[config.mk]
export PLATFORM = sky130hd
export DESIGN_NAME = desc_chain_seq
export DESIGN_NICKNAME = d
export VERILOG_FILES = /design/src/rtl/desc_chain_seq.sv
export SDC_FILE = /design/constraint.sdc
export NUM_CORES = 1
export LEC_CHECK = 0
export ABC_AREA = 0
export BUFFER_PORTS_ARGS = -buffer_cell sky130_fd_sc_hd__buf_4
export CAP_MARGIN = 20
export CORE_UTILIZATION = 40
export DETAILED_ROUTE_END_ITERATION = 10
export PLACE_DENSITY = 0.67
export RECOVER_POWER = 100
export SLEW_MARGIN = 10
export SYNTH_ARGS = -nofsm -noshare
export SYNTH_HDL_FRONTEND = slang
export SYNTH_SLANG_ARGS = --single-unit
[constraint.sdc]
create_clock -name clk -period 10.4 [get_ports clk]
set_clock_uncertainty 0.05 [all_clocks]
set_input_delay 2.08 -clock clk [delete_from_list [all_inputs] [get_ports clk]]
set_output_delay 2.08 -clock clk [all_outputs]
set_load 0.005 [all_outputs]
[src/rtl/desc_chain_seq.sv]
module desc_chain_seq #(
  parameter int IDX_W = 4,
  parameter int AW    = 5,
  parameter int DW    = 32
) (
  input  logic          clk,
  input  logic          rst_n,
  input  logic          bus_wr,
  input  logic [AW-1:0] bus_addr,
  input  logic [DW-1:0] bus_wdata,
  output logic [DW-1:0] bus_rdata,
  output logic          cmd_valid,
  output logic [DW-1:0] cmd_desc,
  input  logic          unit_done,
  output logic          cmd_done,
  output logic          cs_n
);
  localparam int NDESC   = 1 << IDX_W;
  localparam int NXT_LSB = 12;
  localparam int LAST_B  = NXT_LSB + IDX_W;
  localparam int CNT_LSB = LAST_B + 1;
  localparam int CNT_W   = DW - CNT_LSB;
  localparam logic [AW-1:0] A_CTRL = AW'(NDESC);
  localparam logic [AW-1:0] A_STAT = AW'(NDESC + 1);
  localparam logic [AW-1:0] A_CMD  = AW'(NDESC + 2);

  logic [DW-1:0]    dfile [NDESC];
  logic             en, active, done, perr, stop_pend, cs_hold, rel_gap;
  logic [IDX_W-1:0] first_idx, cur_idx;
  logic [CNT_W-1:0] ucnt;

  wire [DW-1:0]    cur      = dfile[cur_idx];
  wire [CNT_W-1:0] cur_cnt  = cur[DW-1:CNT_LSB];
  wire [IDX_W-1:0] cur_next = cur[LAST_B-1:NXT_LSB];
  wire             cur_last = cur[LAST_B];
  wire             cur_rel  = cur[8];
  wire             cur_err  = (cur[3:2] != 2'b00 && cur[6]) || cur[11:10] == 2'b11 || cur_cnt == '0;
  wire             last_unit = (ucnt + CNT_W'(1)) == cur_cnt;
  wire             is_cmd   = bus_wr && bus_addr == A_CMD;
  wire             start    = is_cmd && bus_wdata[0];
  wire             stop     = is_cmd && bus_wdata[1];
  wire             beat     = cmd_valid && unit_done;

  assign cmd_valid = active && !cur_err && !rel_gap;
  assign cmd_desc  = cur;
  assign cmd_done  = beat && !stop_pend && last_unit;
  assign cs_n      = !(cmd_valid || cs_hold);

  always_comb begin
    bus_rdata = '0;
    if (bus_addr < A_CTRL)       bus_rdata = dfile[bus_addr[IDX_W-1:0]];
    else if (bus_addr == A_CTRL) bus_rdata = DW'({first_idx, 3'b000, en});
    else if (bus_addr == A_STAT) bus_rdata = DW'({cur_idx, 9'b0, active, perr, done}) << (NXT_LSB - 12);
  end

  always_ff @(posedge clk) begin
    if (!rst_n) begin
      for (int i = 0; i < NDESC; i++) dfile[i] <= '0;
      en <= 1'b0; active <= 1'b0; done <= 1'b0; perr <= 1'b0;
      stop_pend <= 1'b0; cs_hold <= 1'b0; rel_gap <= 1'b0;
      first_idx <= '0; cur_idx <= '0; ucnt <= '0;
    end else begin
      rel_gap <= cmd_done && cur_rel;
      if (bus_wr) begin
        if (bus_addr < A_CTRL) dfile[bus_addr[IDX_W-1:0]] <= bus_wdata;
        if (bus_addr == A_CTRL) begin
          en        <= bus_wdata[0];
          first_idx <= bus_wdata[IDX_W+3:4];
        end
        if (bus_addr == A_STAT) begin
          if (bus_wdata[0]) done <= 1'b0;
          if (bus_wdata[1]) perr <= 1'b0;
        end
      end
      if (start && en && !active) begin
        active  <= 1'b1;
        cur_idx <= first_idx;
        ucnt    <= '0;
      end
      if (stop) begin
        if (active) stop_pend <= 1'b1;
        else        cs_hold   <= 1'b0;
      end
      if (active && cur_err) begin
        perr      <= 1'b1;
        active    <= 1'b0;
        stop_pend <= 1'b0;
      end else if (beat) begin
        if (stop_pend) begin
          active    <= 1'b0;
          done      <= 1'b1;
          cs_hold   <= 1'b0;
          stop_pend <= 1'b0;
          ucnt      <= '0;
        end else if (last_unit) begin
          ucnt    <= '0;
          cs_hold <= !cur_rel;
          if (cur_last) begin
            active <= 1'b0;
            done   <= 1'b1;
          end else begin
            cur_idx <= cur_next;
          end
        end else begin
          ucnt <= ucnt + CNT_W'(1);
        end
      end
    end
  end
endmodule

Word-level counts from Yosys, hierarchy flattened
Memory sizes are Yosys's and may differ from the RTL's. A register that Yosys moved wholly into a read port is not among the register bits.
Index checks and enable logic that the tools add are counted.
{"block": "totals", "mem_count": 1, "reg_bits": 30, "mem_bits_rw": 512}
{"block": "op_classes", "reduce_logical": 31, "bitwise_logic": 1, "n_eq_ne": 5, "magnitude_cmp": 1, "add_sub_neg": 1, "muxes": 50}
{"name": "dfile", "depth": 16, "width": 32, "read_ports": 2, "rd_ports_with_merged_regs": 1, "wr": 16, "line_no": "27", "source": "logic [DW-1:0] dfile [NDESC];"}
{"cell": "15-bit two-way mux", "n": 5}
{"cell": "32-bit two-way mux", "n": 2}
{"cell": "1-bit two-way mux", "n": 33}
{"cell": "16-bit two-way mux", "n": 2}
{"cell": "4-bit two-way mux", "n": 8}
{"cell": "32-bit OR reduction", "n": 1}
{"cell": "15-bit by 1-bit adder with 15-bit output (second input constant)", "n": 1}
{"cell": "15-bit == test", "n": 1}
{"cell": "5-bit == test (second input constant)", "n": 3}
{"cell": "15-bit zero test", "n": 1}
{"cell": "1-bit logical AND", "n": 13}
{"cell": "2-bit nonzero test", "n": 4}
{"cell": "1-bit zero test", "n": 6}
{"cell": "5-bit < comparator (second input constant)", "n": 1}
{"cell": "1-bit logical OR", "n": 3}
{"cell": "3-bit AND reduction", "n": 1}
{"cell": "2-bit == test (second input constant)", "n": 1}
{"cell": "2-bit AND reduction", "n": 1}
{"cell": "2-bit OR reduction", "n": 1}
{"cell": "1-bit inverter", "n": 1}

Logic depth before layout (Yosys ltp)
{"block": "logic_depth", "depth_word": 12, "mapped_depth": 15}

Worst setup path before layout
No wires, ideal clock.
{"block": "synth_path", "path_kind": "input -> output", "startpoint": "input port bus_addr[0]", "endpoint": "output port bus_rdata[10]", "slack_ns": 3.811, "stages": 6, "arrival_ns": 4.459, "path_cell_list": "clkbuf_1 -> buf_1 -> buf_1 -> mux4_2 -> mux4_2 -> nor2b_1"}
{"block": "synth_between", "elab_chain_len": 3, "elab_cells_between_ends": 5, "classes_between": "order compare (1); eq/ne (1); mux (2); memory (1)"}
{"item": "start, declared", "line_no": "9", "source": "input logic [AW-1:0] bus_addr,"}
{"item": "branches (longest 2 deep; another with memory 16 x 32 bit)"}
{"item": "32-bit two-way mux *", "line_no": "51", "source": "if (bus_addr < A_CTRL) bus_rdata = dfile[bus_addr[IDX_W-1:0]];"}
{"item": "end, declared", "line_no": "11", "source": "output logic [DW-1:0] bus_rdata,"}
Mark *: on every way between the ends.

==> results.json <==
{
  "status": "finished, violations left",
  "failed_checks": "max-capacitance violations, max-slew violations",
  "stdcell_count": 2947,
  "routedWlPerCell_um": 30.7,
  "reg2reg_setup_slack_ns": 3.71,
  "via_count": 18251,
  "cp.required_ns": 10.54,
  "rows": 98,
  "core_area_mm2": 0.0717,
  "ios": 108,
  "port_buffers": 107,
  "cellInternalPower_mw": 3.90,
  "grt_max_degree": 84,
  "setup_tns_ns": 0,
  "routed_wl_um": 90600,
  "yosys_register_bits": 542,
  "ys.flop_type": "edfxtp_1",
  "synth_edf_count": 512,
  "yosysWarnings": 0,
  "h-tree-depth": 2,
  "start_kind": "input pin",
  "power.density_mw_per_mm2": 157,
  "min_period_ns": 8.68,
  "cts.clk_slew.worst_paths_ns": 0.06,
  "vdd.ir_drop.worst_mv": 0.120,
  "viasPerCell": 6.19,
  "crit_chain": "clkbuf_8 > clkbuf_1 > or3_1 > o21ai_0 > clkbuf_1",
  "antenna_found_initial": 8,
  "synth_area_mm2": 0.0291,
  "worstMarginPinSlew_ns": 4.56,
  "synth_top_area_share_pct": 52.9,
  "cts_buffers": 56,
  "maxSlewHeadroom_pct": -207,
  "critical-path-slowest-cell": "o21ai_0",
  "p_switching_mw": 1.16,
  "combPwrFrac_pct": 8.8,
  "synth_common_cells": "and2_1, edfxtp_1, mux4_2",
  "slowest_delay_ns": 2.52,
  "p_total_mw": 5.07,
  "dieWidth_um": 272,
  "async_flop_share_pct": 0,
  "maxCapViolCount": 46,
  "p_leak_nw": 10.4,
  "hold_viol_final": 0,
  "fillers": 6191,
  "post_cts_buffers": 0,
  "path_max_fanout": 80,
  "cts_hold_buf": 0,
  "fp.dieH_um": 272,
  "end_kind": "register",
  "cts_tree": "built",
  "fin_crit_sh_pct": 83.4,
  "syn-instance-count": 1925,
  "die_area_mm2": 0.0737,
  "rsz0062_at_grt": "no",
  "pwr-share-seq_pct": 50.5,
  "setup_viol": 0,
  "synth_area_per_cell_um2": 15.1,
  "root_buffer": "clkbuf_16",
  "synth.most_common_cell": "and2_1",
  "drive_above_1_share_pct": 25.6,
  "area_delta_synth_final_pct": 11.4,
  "post_dp_cell_area_mm2": 0.0310,
  "syn-num-nets": 1967,
  "synth_top_area_cell": "edfxtp_1",
  "grt_pass1_wl_um": 130000,
  "final_core_util_pct": 45.1,
  "design_area_mm2": 0.0324,
  "cp_common_cell": "clkbuf_1",
  "p_clk_share_pct": 40.7,
  "cts-resized-gates": 0,
  "grt_pass1_vias": 18722,
  "insertion_delay_ns": 0.64,
  "overflow": 0,
  "seq_area_frac_synth_pct": 55.0,
  "crit_arrival_ns": 8.82,
  "drcViolationCount": 0,
  "dr.pass1.iters": 6,
  "cts.sinks": 542,
  "start_util_pct": 40.5,
  "grt_usage_pct": 24.6,
  "worstSetupPathType": "input pin to register",
  "dp_hpwl_um": 53900,
  "nets": 1994,
  "cts_buffer_depth": 3,
  "swShare_pct": 23.0,
  "antenna_left": 0,
  "synth.area.top_cells": "edfxtp_1, mux4_2, and2_1, dfxtp_1, clkbuf_1",
  "first_iter_violations": 2389,
  "slew_violations": 844,
  "ys_types": 55,
  "dpl.cell_count": 2844,
  "gp_congestion": 0.854,
  "hold_path_class": "register to register",
  "fmax_ghz": 0.115
}
## cells by family after synthesis
family | synth area share [%]
simple gates | 15.0
flops | 55.0
mux | 24.3
buf+inv | 2.83
compound gates | 2.10
xor+xnor | 0.684
fa+ha+maj | 0.0430
## power by group through the flow
| stage | clock network [mW] | logic [mW] | registers (mW) |
|---|---|---|---|
| after global routing | 2.16 | 0.467 | 2.57 |
| after detailed placement | 0 | 0.458 | 2.60 |
| after floorplan | 0 | 0.273 | 2.58 |
| after CTS | 2.08 | 0.459 | 2.55 |
| final | 2.06 | 0.446 | 2.56 |
| after global placement | 0 | 0.452 | 2.59 |
## final cells by class
type	instances	area, um^2	area share [%]
multi-input combinational	1184	12300	38.0
sequential	542	16000	49.4
clock buffer	71	1480	4.57
timing repair buffer	150	982	3.03
antenna	1	2.50	0.00773
tap	950	1190	3.67
inverter	18	67.6	0.209
clock inverter	31	362	1.12
## sequential cells by signal, indices dropped and copies added (netlist names), 4 cells and up
signal / cells
dfile: 512
ucnt: 15
cur_idx: 4
first_idx: 4
## worst paths after layout
path	from	to	cells after the start
worst max-delay path	bus_addr[0]	dfile[4][5]$_SDFFCE_PN0P_	5
worst min-delay path	perr$_SDFFE_PN0P_	perr$_SDFFE_PN0P_	2
worst max register to register	cur_idx[1]$_SDFF_PN0_	ucnt[0]$_SDFF_PN0_	10
worst min register to register	perr$_SDFFE_PN0P_	perr$_SDFFE_PN0P_	2
## worst max-delay path: cells and delay by family
kind,cells,cell delay (ns)
buffers and inverters,3,3.23
AND/OR/NAND/NOR,1,0.85
AO/OA/AOI/OAI,1,2.52
## per-stage QoR
stage                     hold slack [ns]  setup WS, ns
after CTS                           0.414          3.08
after detailed placement            0.404          3.08
after global routing                0.433          1.42
final                               0.414          1.72
after global placement              0.397          3.07
after floorplan                     0.387          3.81
## routing by layer
metal / vias up / wire (um) / track usage (%)
li1: 7394 / - / -
met1: 9437 / 34400 / 32.5
met2: 1147 / 43000 / 39.6
met3: 269 / 9210 / 5.28
met4: 4 / 3900 / 9.71
met5: - / 25 / 0
## placed cells by master (no fill, tap or decap), drive strengths merged, types with 3 or more instances in the layout
master,count
a211o,7
a211oi,3
a21o,5
a21oi,12
a22oi,22
and2,517
and3,5
buf,67
bufinv,8
clkbuf,154
clkinv,20
dfxtp,30
edfxtp,512
inv,19
mux2,6
mux2i,16
mux4,304
nand2,59
nand2b,7
nand3,29
nand4,7
nor2,41
nor2b,31
nor3,18
nor3b,3
nor4,5
o21ai,32
o2bb2ai,3
or2,8
or3,3
xnor2,11
xor2,9
Power figures use the tool's default switching activity.
